===== src/rtl/gpio_irq_pkg.sv =====
`timescale 1ns/1ps
package gpio_irq_pkg;
  typedef enum logic [1:0] {
    RT_LEGACY = 2'b00,
    RT_A      = 2'b01,
    RT_B      = 2'b10,
    RT_SPARE  = 2'b11
  } route_e;
endpackage


===== src/rtl/gpio_irq_detect.sv =====
`timescale 1ns/1ps
module gpio_irq_detect #(
  parameter int N_PINS = 128
) (
  input  logic              clk_i,
  input  logic              rst_ni,
  input  logic [N_PINS-1:0] lvl_i,
  input  logic [N_PINS-1:0] oe_i,
  input  logic [N_PINS-1:0] edge_mode_i,
  input  logic [N_PINS-1:0] sense_i,
  output logic [N_PINS-1:0] evt_o
);
  logic [N_PINS-1:0] prev_q;
  logic              primed_q;

  // primed_q blocks edge compares until prev_q holds a real sample
  always_ff @(posedge clk_i or negedge rst_ni) begin
    if (!rst_ni) begin
      prev_q   <= '0;
      primed_q <= 1'b0;
    end else begin
      prev_q   <= lvl_i;
      primed_q <= 1'b1;
    end
  end

  for (genvar i = 0; i < N_PINS; i++) begin : g_pin
    logic act, edge_hit;
    assign act      = lvl_i[i] ^ sense_i[i];
    assign edge_hit = primed_q & (prev_q[i] ^ lvl_i[i]) & act;
    assign evt_o[i] = ~oe_i[i] & (edge_mode_i[i] ? edge_hit : act);
  end


  no_edge_unprimed_chk: assert property (@(posedge clk_i) disable iff (!rst_ni)
    !primed_q |-> ((evt_o & edge_mode_i) == '0));
endmodule


===== src/rtl/gpio_irq_status.sv =====
`timescale 1ns/1ps
module gpio_irq_status #(
  parameter int N_PINS = 128
) (
  input  logic              clk_i,
  input  logic              rst_ni,
  input  logic [N_PINS-1:0] set_i,
  input  logic [N_PINS-1:0] clr_i,
  output logic [N_PINS-1:0] status_o
);
  logic [N_PINS-1:0] status_q;

  // set has priority over clear
  always_ff @(posedge clk_i or negedge rst_ni) begin
    if (!rst_ni) status_q <= '0;
    else         status_q <= (status_q & ~clr_i) | set_i;
  end
  assign status_o = status_q;


  sticky_chk: assert property (@(posedge clk_i) disable iff (!rst_ni)
    1'b1 |=> (($past(status_q) & ~$past(clr_i) & ~status_q) == '0));

  set_wins_chk: assert property (@(posedge clk_i) disable iff (!rst_ni)
    1'b1 |=> (($past(set_i) & ~status_q) == '0));
endmodule


===== src/rtl/gpio_irq_route.sv =====
`timescale 1ns/1ps
module gpio_irq_route #(
  parameter int N_PINS   = 128,
  parameter int GRP_BASE = 112,
  parameter int GRP_PINS = 16,
  localparam int GRP_W   = 2 * GRP_PINS
) (
  input  logic              clk_i,
  input  logic              rst_ni,
  input  logic [N_PINS-1:0] status_i,
  input  logic [N_PINS-1:0] en_i,
  input  logic [GRP_W-1:0]  sel_i,
  output logic              irq_legacy_o,
  output logic              irq_a_o,
  output logic              irq_b_o
);
  import gpio_irq_pkg::*;

  logic [N_PINS-1:0] live, to_leg, to_a, to_b;
  logic leg_q, a_q, b_q;

  assign live = status_i & en_i;

  for (genvar i = 0; i < N_PINS; i++) begin : g_pin
    if (i >= GRP_BASE && i < GRP_BASE + GRP_PINS) begin : g_grp
      route_e rt;
      assign rt        = route_e'(sel_i[2*(i-GRP_BASE) +: 2]);
      assign to_a[i]   = (rt == RT_A);
      assign to_b[i]   = (rt == RT_B);
      assign to_leg[i] = ~to_a[i] & ~to_b[i];
    end else begin : g_fix
      assign to_a[i]   = 1'b0;
      assign to_b[i]   = 1'b0;
      assign to_leg[i] = 1'b1;
    end
  end

  always_ff @(posedge clk_i or negedge rst_ni) begin
    if (!rst_ni) begin
      leg_q <= 1'b0;
      a_q   <= 1'b0;
      b_q   <= 1'b0;
    end else begin
      leg_q <= |(live & to_leg);
      a_q   <= |(live & to_a);
      b_q   <= |(live & to_b);
    end
  end

  assign irq_legacy_o = leg_q;
  assign irq_a_o      = a_q;
  assign irq_b_o      = b_q;


  quiet_lines_chk: assert property (@(posedge clk_i) disable iff (!rst_ni)
    !(|live) |=> !(irq_legacy_o | irq_a_o | irq_b_o));

  alt_lines_grp_chk: assert property (@(posedge clk_i) disable iff (!rst_ni)
    (irq_a_o | irq_b_o) |-> $past(|live[GRP_BASE+GRP_PINS-1:GRP_BASE]));
endmodule


===== src/rtl/gpio_irq_router.sv =====
`timescale 1ns/1ps
module gpio_irq_router #(
  parameter int N_PINS   = 128,
  parameter int GRP_BASE = 112,
  parameter int GRP_PINS = 16
) (
  input  logic                    clk_i,
  input  logic                    rst_ni,
  input  logic [N_PINS-1:0]       pin_lvl_i,
  input  logic [N_PINS-1:0]       oe_i,
  input  logic [N_PINS-1:0]       edge_mode_i,
  input  logic [N_PINS-1:0]       sense_i,
  input  logic [N_PINS-1:0]       irq_en_i,
  input  logic [N_PINS-1:0]       clr_i,
  input  logic [2*GRP_PINS-1:0]   route_sel_i,
  output logic [N_PINS-1:0]       status_o,
  output logic                    irq_legacy_o,
  output logic                    irq_a_o,
  output logic                    irq_b_o
);
  logic [N_PINS-1:0] evt;

  gpio_irq_detect #(.N_PINS(N_PINS)) u_det (
    .clk_i, .rst_ni, .lvl_i(pin_lvl_i), .oe_i, .edge_mode_i, .sense_i, .evt_o(evt)
  );

  gpio_irq_status #(.N_PINS(N_PINS)) u_st (
    .clk_i, .rst_ni, .set_i(evt), .clr_i, .status_o
  );

  gpio_irq_route #(.N_PINS(N_PINS), .GRP_BASE(GRP_BASE), .GRP_PINS(GRP_PINS)) u_rt (
    .clk_i, .rst_ni, .status_i(status_o), .en_i(irq_en_i), .sel_i(route_sel_i),
    .irq_legacy_o, .irq_a_o, .irq_b_o
  );


  oe_mask_chk: assert property (@(posedge clk_i) disable iff (!rst_ni)
    1'b1 |=> ((status_o & ~$past(status_o) & $past(oe_i)) == '0));
endmodule


===== config.mk =====
export PLATFORM = sky130hd
export DESIGN_NAME = gpio_irq_router
export DESIGN_NICKNAME = d
export VERILOG_FILES = /design/src/rtl/gpio_irq_pkg.sv /design/src/rtl/gpio_irq_detect.sv /design/src/rtl/gpio_irq_status.sv /design/src/rtl/gpio_irq_route.sv /design/src/rtl/gpio_irq_router.sv
export SDC_FILE = /design/constraint.sdc
export NUM_CORES = 1
export LEC_CHECK = 0
export BUFFER_PORTS_ARGS = -buffer_cell sky130_fd_sc_hd__buf_2
export CORE_AREA = 2 2 358 360
export DETAILED_ROUTE_END_ITERATION = 8
export DIE_AREA = 0 0 360 362
export HOLD_SLACK_MARGIN = 0.03
export PLACE_DENSITY = 0.3
export SLEW_MARGIN = 20
export SYNTH_ARGS = -nofsm -noshare
export SYNTH_HDL_FRONTEND = slang
export SYNTH_SLANG_ARGS = --single-unit

===== constraint.sdc =====
create_clock -name clk_i -period 2.6 [get_ports clk_i]
set_input_delay 0.26 -clock clk_i [delete_from_list [all_inputs] [get_ports clk_i]]
set_output_delay 0.26 -clock clk_i [all_outputs]
set_load 0.005 [all_outputs]

; ---- After elaboration in Yosys (flattened, before gate mapping)
; Index checks and enable logic that the tools add are counted.
[totals]
ff_bits = 260
input_bits = 802
wordCells = 992
[op_classes]
eq_ne = 32
muxes = 128
n_bitwise = 823
reduce_logical = 3
[op_table]
columns = cell, count
row1 = 128-bit bitwise AND, 5
row2 = 1-bit bitwise AND, 400
row3 = 128-bit OR reduction, 3
row4 = 1-bit bitwise XOR, 256
row5 = 1-bit inverter, 160
row6 = 1-bit two-way mux, 128
row7 = 128-bit inverter, 1
row8 = 128-bit OR, 1
row9 = "2-bit by 1-bit equality test with 1-bit output, second input constant", 16
row10 = "2-bit equality test, second input constant", 16

; ---- Logic depth before layout (Yosys ltp)
; Gate-level depths: netlist (run 1).
[depth]
ltp_word = 6
depth_mapped = 6
depth_no_buf = 6

; ---- By module
; From an unflattened synthesis (run 1), not the netlist that was laid out.
[hier_totals]
hier_cells = 1512
area_unflattened_um2 = 14839.2
[modules_own_cells]
columns = module, n_inst, cells_each, area_each_um2
row1 = gpio_irq_detect, 1, 927, 8699.6
row2 = gpio_irq_status, 1, 384, 4644.5
row3 = gpio_irq_route, 1, 201, 1495.2

; ---- Least setup slack after synthesis (run 1)
; Ideal clock, no wire load.
[synth_timing]
path_type = register -> register
startpoint = reg u_st.status_q[25] (netlist: u_st.status_o[25])
endpoint = reg u_rt.leg_q (netlist: u_rt.irq_legacy_o)
t_arrival_ps = 1208
required_time_ps = 2460
setup_slack_ps = 1252
stages_incl_launch_ff = 6
path_buffers = 0
period_less_slack_ps = 1348
path_cell_list = dfrtp_1 a22o_1 a221oi_2 nand4_1 nor4_1 nand4_1
[synth_via]
elab_chain_cells = 3
[synth_rtl]
columns = element, line
row1 = "start, declared", gpio_irq_status.sv:11  ; logic [N_PINS-1:0] status_q;
row2 = "start signal, assigned", gpio_irq_status.sv:16  ; else status_q <= (status_q & ~clr_i) | set_i;
row3 = 128-bit bitwise AND, gpio_irq_route.sv:22  ; assign live = status_i & en_i;
row4 = 128-bit bitwise AND, gpio_irq_route.sv:44  ; leg_q <= |(live & to_leg);
row5 = 128-bit OR reduction, gpio_irq_route.sv:44
row6 = "end signal, assigned", gpio_irq_route.sv:44
row7 = "end, declared", gpio_irq_route.sv:20  ; logic leg_q, a_q, b_q;
; Every way passes these cells.

; ---- Final worst setup path (run 1)
[layout_timing]
startpoint = reg u_det.primed_q
endpoint = reg u_st.status_q[72] (netlist: u_st.status_o[72])
[layout_via]
elab_chain_cells = 5
[layout_rtl]
columns = element, line
row1 = "start, declared", gpio_irq_detect.sv:14  ; logic primed_q;
row2 = "start signal, assigned", gpio_irq_detect.sv:20  ; primed_q <= 1'b0;
row3 = "start signal, assigned", gpio_irq_detect.sv:23  ; primed_q <= 1'b1;
row4 = 1-bit bitwise AND (2 in a row), gpio_irq_detect.sv:30  ; assign edge_hit = primed_q & (prev_q[i] ^ lvl_i[i]) & act;
row5 = 1-bit two-way mux, gpio_irq_detect.sv:31  ; assign evt_o[i] = ~oe_i[i] & (edge_mode_i[i] ? edge_hit : act);
row6 = 1-bit bitwise AND, gpio_irq_detect.sv:31
row7 = 128-bit OR, gpio_irq_status.sv:16
; Every way passes these cells.

==> flow_metrics.env, run 1 <==
export IMPL_hp_class="input pin to flip-flop"
export IMPL_gp_congestion=0.882
export IMPL_crit_family="buffers and inverters"
export IMPL_drive_above_1_share_pct=37.5
export IMPL_skew_ps=16.4
export IMPL_dieArea_um2=130000
export IMPL_slew_viol_final=0
export IMPL_ir_drop_v=0.000358
export IMPL_crit_path_end_kind="flip-flop"
export IMPL_drcViolationCount=0
export IMPL_path_cells="buf_12 > buf_4 > nand2_1 > a21oi_1 > a22oi_1 > o22ai_1 > dlygate4sd3_1"
export IMPL_crit_slowest_cell="dlygate4sd3_1"
export IMPL_num_vias=16400
export IMPL_critPathMaxFanout=67
export IMPL_synth_avg_cell_area_um2=9.34
export IMPL_drt_vias_per_instance=3.67
export IMPL_worst_pin_slew_ps=833
export IMPL_grt_pass1_vias=17500
export IMPL_syn_nets=2218
export IMPL_start_util_pct=10.2
export IMPL_hold_viol=0
export IMPL_synth_top_area_share_pct=50.3
export IMPL_h_tree_depth=2
export IMPL_place_ws_ps=-115
export IMPL_post_route_min_period_ps=2400
export IMPL_dp_hpwl_um=76800
export IMPL_clkSinkCount=260
export IMPL_final_setup_tns_ps=0
export IMPL_multi_input_area_um2=5690
export IMPL_grt_overflow_total=0
export IMPL_drt_first_pass_iters=7
export IMPL_core_area_um2=127000
export IMPL_fmaxAchievable_mhz=417
export IMPL_yosysSeqAreaShare_pct=50.3
export IMPL_path_clk_slew_ps=70
export IMPL_maxSlewHeadroom_pct=44.5
export IMPL_clk_path_buf_depth=3
export IMPL_areaGrowthSynthToFinish_pct=95.1
export IMPL_clock_root_buffer="clkbuf_16"
export IMPL_cts_setup_buffers=0
export IMPL_antenna_found_initial=35
export IMPL_finalWirelength_um=91200
export IMPL_yosysTopAreaCell="dfrtp_1"
export IMPL_status="finished clean"
export IMPL_dr_first_iter_drc_count=746
export IMPL_routedWlPerCell_um=20.4
export IMPL_leakage_uw=0.0120
export IMPL_yosysUniqueCellTypes=24
export IMPL_setup_violations=0
export IMPL_crit_buf_inv=3
export IMPL_grt_pass1_wl_um=126000
export IMPL_crit_arrival_ps=2910
export IMPL_ys_seq_elements=260
export IMPL_synthTopCellsByArea="dfrtp_1, a22oi_1, o22ai_1, nor2b_1, a21oi_1"
export IMPL_setup_ws_ps=200
export IMPL_grt_usage_pct=13.5
export IMPL_critical_path_startpoint_type="flip-flop"
export IMPL_synth_area_um2=12900
export IMPL_cp_data_required_time_ps=3110
export IMPL_ant_nets=0
export IMPL_p_per_area_nw_per_um2=532
export IMPL_clock_latency_ps=580
export IMPL_cts_buffers_inserted=40
export IMPL_cts_tree="built"
export IMPL_fp_dieW_um=360
export IMPL_rsz0062_at_grt="false"
export IMPL_critPathKind="flip-flop to flip-flop"
export IMPL_min_period_over_period_pct=92.3
export IMPL_synth_warnings=0
export IMPL_regArea_um2=6510
export IMPL_netlist_instances=1384
export IMPL_final_nets=3596
export IMPL_cpPeakStageDelay_ps=650
export IMPL_portBuffers=932
export IMPL_io_pins=933
export IMPL_cap_viol_max_count=0
export IMPL_grt_max_degree=68
export IMPL_rows=131
export IMPL_nFillCells=14300
export IMPL_dieHeight_um=362
==> cell type report <==
cell class | count | area share, %
tap | 1662 | 8.24
clock inverter | 12 | 0.590
sequential | 260 | 25.8
timing repair buffer | 1363 | 35.6
clock buffer | 60 | 4.67
multi-input combinational | 936 | 22.5
inverter | 161 | 2.41
antenna | 13 | 0.129
==> cell usage after synthesis (all sizes together) <==
cell	n
dfrtp	260
a22oi	163
inv	161
a21oi	129
o22ai	128
nand2	127
nor2b	127
o21ai	127
nand3	50
ha	32
nand4	23
buf	18
a221oi	10
a22o	10
clkbuf	9
nor4	4
nand2b	2
or4	2
conb	1
mux2i	1
==> repair_timing <==
item / 4_1_cts / 5_1_grt
setup endpoints to repair: 1 / 0
hold buffers: 390 / 0
resized for setup: 1 / 0
endpoints found under the hold margin: 323 / 0
==> per-stage QoR <==
stage | hold WS (ps) | instance area [um^2] | utilization, % | instances | power (uW)
floorplan | -35.6 | 12900 | - | 1384 | 5410
global placement | 249 | 20000 | 15.7 | 3992 | 7280
detailed placement | 251 | 20000 | 15.8 | 3992 | 7280
CTS | 33.9 | 25200 | 19.9 | 4454 | 13800
global route | 87.2 | 25200 | 19.9 | 4465 | 14200
finish | 93.6 | 25200 | 19.9 | 4467 | 13400
==> metal layers <==
metal,track usage (%),vias up,wire [um]
met3,4.77,135,7590
met5,0,-,218
li1,-,7827,-
met4,4.48,34,2900
met2,23.6,690,44800
met1,15.3,7726,35700
==> registers in the layout, indices dropped and copies added, names as in the netlist <==
signal / cells
u_det.prev_q: 128
u_st.status_o: 128
u_det.primed_q: 1
u_rt.irq_a_o: 1
u_rt.irq_b_o: 1
u_rt.irq_legacy_o: 1
==> where the power goes <==
part	internal (uW)	leakage, uW	switching (uW)
clock	3420	0.000652	2260
sequential	4370	0.00318	300
combinational	1600	0.00818	1480
total	9390	0.0120	4030
==> tightest hold or removal path, delay by kind of cell <==
kind | cells | cell delay [ps]
buffers and inverters | 1 | 100
AND/OR/NAND/NOR | 3 | 260
==> worst paths after layout <==
kind,startpoint,endpoint,slack [ps],cells after the start
max in group asynchronous,rst_ni,u_det.prev_q[34]$_DFF_PN0_,1520,4
hold / removal,irq_en_i[118],u_rt.irq_a_o$_DFF_PN0_,90,4
setup / recovery,u_det.primed_q$_DFF_PN0_,u_st.status_o[72]$_DFF_PN0_,200,7
min in group asynchronous,rst_ni,u_det.prev_q[14]$_DFF_PN0_,220,2
hold reg to reg,u_st.status_o[122]$_DFF_PN0_,u_rt.irq_a_o$_DFF_PN0_,740,3
setup reg to reg,u_det.primed_q$_DFF_PN0_,u_st.status_o[72]$_DFF_PN0_,200,7
==> placed cells by master, fill, tap and decap left out <==
master | Yosys | final
buf_8 | 0 | 1
nor2b_1 | 127 | 127
a221oi_2 | 9 | 9
inv_6 | 0 | 3
conb_1 | 1 | 1
buf_2 | 7 | 931
clkbuf_16 | 0 | 41
inv_4 | 0 | 1
a22o_1 | 10 | 10
or4_1 | 2 | 2
a221oi_1 | 1 | 1
clkbuf_8 | 0 | 8
o21ai_0 | 119 | 119
inv_1 | 160 | 160
dfrtp_1 | 260 | 259
buf_12 | 0 | 8
dlygate4sd3_1 | 0 | 390
a21oi_1 | 129 | 129
nand2_1 | 127 | 127
ha_1 | 32 | 32
bufinv_16 | 0 | 3
diode_2 | 0 | 13
buf_4 | 11 | 33
nand4_1 | 23 | 23
nand3_1 | 50 | 50
clkinvlp_4 | 0 | 1
clkinv_2 | 0 | 5
clkbuf_1 | 9 | 11
o22ai_1 | 128 | 128
nor4_1 | 4 | 1
o21ai_1 | 8 | 8
nand2b_1 | 2 | 2
a22oi_1 | 163 | 163
dfrtp_4 | 0 | 1
nor4_2 | 0 | 3
mux2i_1 | 1 | 1
==> logic make-up after synthesis <==
kind of cell / after synthesis / share of synthesized area, %
buf+inv: 188 / 5.84
other cells: 1 / 0.0290
mux: 1 / 0.0774
flops: 260 / 50.3
compound gates: 567 / 27.4
simple gates: 335 / 13.3
fa+ha+maj: 32 / 3.10
Power figures use the tool's default switching activity.
==> run 2, diff against run 1 <==
--- a/config.mk
+++ b/config.mk
@@ -5,10 +5,10 @@
 export SDC_FILE = /design/constraint.sdc
 export NUM_CORES = 1
 export LEC_CHECK = 0
-export BUFFER_PORTS_ARGS = -buffer_cell sky130_fd_sc_hd__buf_2
-export CORE_AREA = 2 2 358 360
+export CORE_AREA = 2 2 367 369
 export DETAILED_ROUTE_END_ITERATION = 8
-export DIE_AREA = 0 0 360 362
+export DIE_AREA = 0 0 369 371
+export DONT_BUFFER_PORTS = 1
 export HOLD_SLACK_MARGIN = 0.03
 export PLACE_DENSITY = 0.3
 export SLEW_MARGIN = 20
==> run 2 against run 1 <==
Net effect: worst setup slack worse by 100 ps; wire length fell by 0.35%; non-clock buffer count is 910 lower; fmax decreased by 4.1%; utilization down 4.3 points; the flow now finishes with violations (negative hold slack).
==> flow_metrics.env, run 2 (synthesized netlist as in run 1, its figures left out) <==
export IMPL_h_tree_depth=2
export IMPL_post_route_min_period_ps=2500
export IMPL_maxSlewHeadroom_pct=43.3
export IMPL_final_common_cell="dlygate4sd3_1"
export IMPL_rows=134
export IMPL_worst_pin_slew_ps=850
export IMPL_reg2reg_slack_ps=100
export IMPL_crit_path_end_kind="flip-flop"
export IMPL_drt_first_pass_iters=5
export IMPL_hp_class="input pin to async pin"
export IMPL_cts_setup_buffers=0
export IMPL_critPathMaxFanout=5
export IMPL_p_per_area_nw_per_um2=597
export IMPL_violations="negative hold slack"
export IMPL_cts_tree="built"
export IMPL_clk_path_buf_depth=3
export IMPL_ant_nets=0
export IMPL_io_pins=933
export IMPL_critical_path_startpoint_type="flip-flop"
export IMPL_nFillCells=15000
export IMPL_p_sw_share_pct=29.1
export IMPL_rsz0062_at_grt="false"
export IMPL_dp_hpwl_um=75800
export IMPL_rr_worst_depth=5
export IMPL_areaGrowthSynthToFinish_pct=60.7
export IMPL_drive_above_1_share_pct=7.04
export IMPL_setup_violations=0
export IMPL_worstSetupStartpoint="u_st.status_o[127]$_DFF_PN0_"
export IMPL_drcViolationCount=0
export IMPL_ir_drop_v=0.000407
export IMPL_dieHeight_um=371
export IMPL_regArea_um2=6510
export IMPL_core_area_um2=133000
export IMPL_finalPower_uw=12400
export IMPL_routedWlPerCell_um=24.9
export IMPL_seq_power_share_pct=39.0
export IMPL_r2r_end="u_rt.irq_a_o$_DFF_PN0_"
export IMPL_clkSinkCount=260
export IMPL_p_int_uw=8800
export IMPL_finalWirelength_um=90900
export IMPL_clock_power_share_pct=44.6
export IMPL_grt_usage_pct=12.7
export IMPL_num_vias=13400
export IMPL_crit_arrival_ps=2940
export IMPL_drt_vias_per_instance=3.66
export IMPL_final_setup_tns_ps=0
export IMPL_min_period_over_period_pct=96.2
export IMPL_netSwitchingPower_uw=3610
export IMPL_combPwrFrac_pct=16.4
export IMPL_final_nets=2685
export IMPL_grt_pass1_vias=14300
export IMPL_status="finished with violations"
export IMPL_skew_ps=26.5
export IMPL_leakage_uw=0.00833
export IMPL_layout_common_cells="dlygate4sd3_1, dfrtp_1, a22oi_1"
export IMPL_fp_dieW_um=369
export IMPL_hold_buffers=394
export IMPL_dr_first_iter_drc_count=633
export IMPL_portBuffers=0
export IMPL_dieArea_um2=137000
export IMPL_place_ws_ps=-150
export IMPL_gp_congestion=0.930
export IMPL_r2r_start="u_st.status_o[127]$_DFF_PN0_"
export IMPL_fmaxAchievable_mhz=400
export IMPL_grt_overflow_total=0
export IMPL_clock_latency_ps=590
export IMPL_cp_data_required_time_ps=3040
export IMPL_cts_buffers_inserted=39
export IMPL_clock_root_buffer="clkbuf_16"
export IMPL_timing_hold_ws_ps=-619
export IMPL_start_util_pct=9.74
export IMPL_multi_input_area_um2=5690
export IMPL_setup_ws_ps=97.9
export IMPL_grt_max_degree=261
export IMPL_path_clk_slew_ps=70
export IMPL_antenna_found_initial=20
export IMPL_grt_pass1_wl_um=120000
export IMPL_slew_viol_final=0
export IMPL_cap_viol_max_count=0
export IMPL_hold_viol=260
export IMPL_critPathKind="flip-flop to flip-flop"
==> run 2: how the worst max path moves through the flow <==
stage / to / slack, ps
final: u_rt.irq_a_o$_DFF_PN0_ / 100
after global routing: u_rt.irq_legacy_o$_DFF_PN0_ / 20
after global placement: u_rt.irq_legacy_o$_DFF_PN0_ / -1230
after floorplan: u_rt.irq_legacy_o$_DFF_PN0_ / 1250
after detailed placement: u_rt.irq_legacy_o$_DFF_PN0_ / -150
after CTS: u_rt.irq_legacy_o$_DFF_PN0_ / 30
==> run 2: through the flow <==
step	hold WS (ps)	instances	instance area, um^2	util [%]
2_1_floorplan	-35.6	1384	12900	-
3_3_place_gp	-25.1	3183	15500	11.7
3_5_place_dp	-27.0	3184	15500	11.7
4_1_cts	-689	3644	20800	15.6
5_1_grt	-677	3651	20800	15.6
6_report	-619	3655	20800	15.7
==> run 2: final cells by class <==
type	count	area share [%]
Multi-Input combinational cell	936	27.4
Tap cell	1768	10.6
Sequential cell	260	31.3
Clock buffer	59	5.74
Timing Repair Buffer	453	21.4
Clock inverter	7	0.427
Inverter	161	2.93
Antenna cell	11	0.132
==> run 2: metal layers <==
layer  track usage (%)  routed length [um]  part of all wire (%)  vias to the layer above
met1              14.6               35600                    39                     6604
met3              4.41                7990                   8.8                      114
met5                 0                  97                  0.11                        -
met2              22.1               44900                    49                      636
li1                  -                   -                     -                     6013
met4              3.64                2240                   2.5                       16
==> run 2: power groups by stage <==
stage | clock network (uW) | logic, uW | registers [uW]
after floorplan | 0 | 753 | 4650
after global placement | 0 | 1400 | 4930
after detailed placement | 0 | 1410 | 4930
after CTS | 5800 | 2100 | 4860
after global routing | 5940 | 2250 | 4880
final | 5530 | 2040 | 4840
==> run 2: critical path: stages (launching register included) <==
cell and delay [ps]:
dfrtp_1 520, nand3_1 160, dlygate4sd3_1 560, nand4_1 90
dlygate4sd3_1 560, or4_1 490
==> run 2: repair_timing <==
item,in CTS,in global routing
setup endpoints to repair,1,1
hold endpoints to repair,518,260
gates resized for setup,2,1
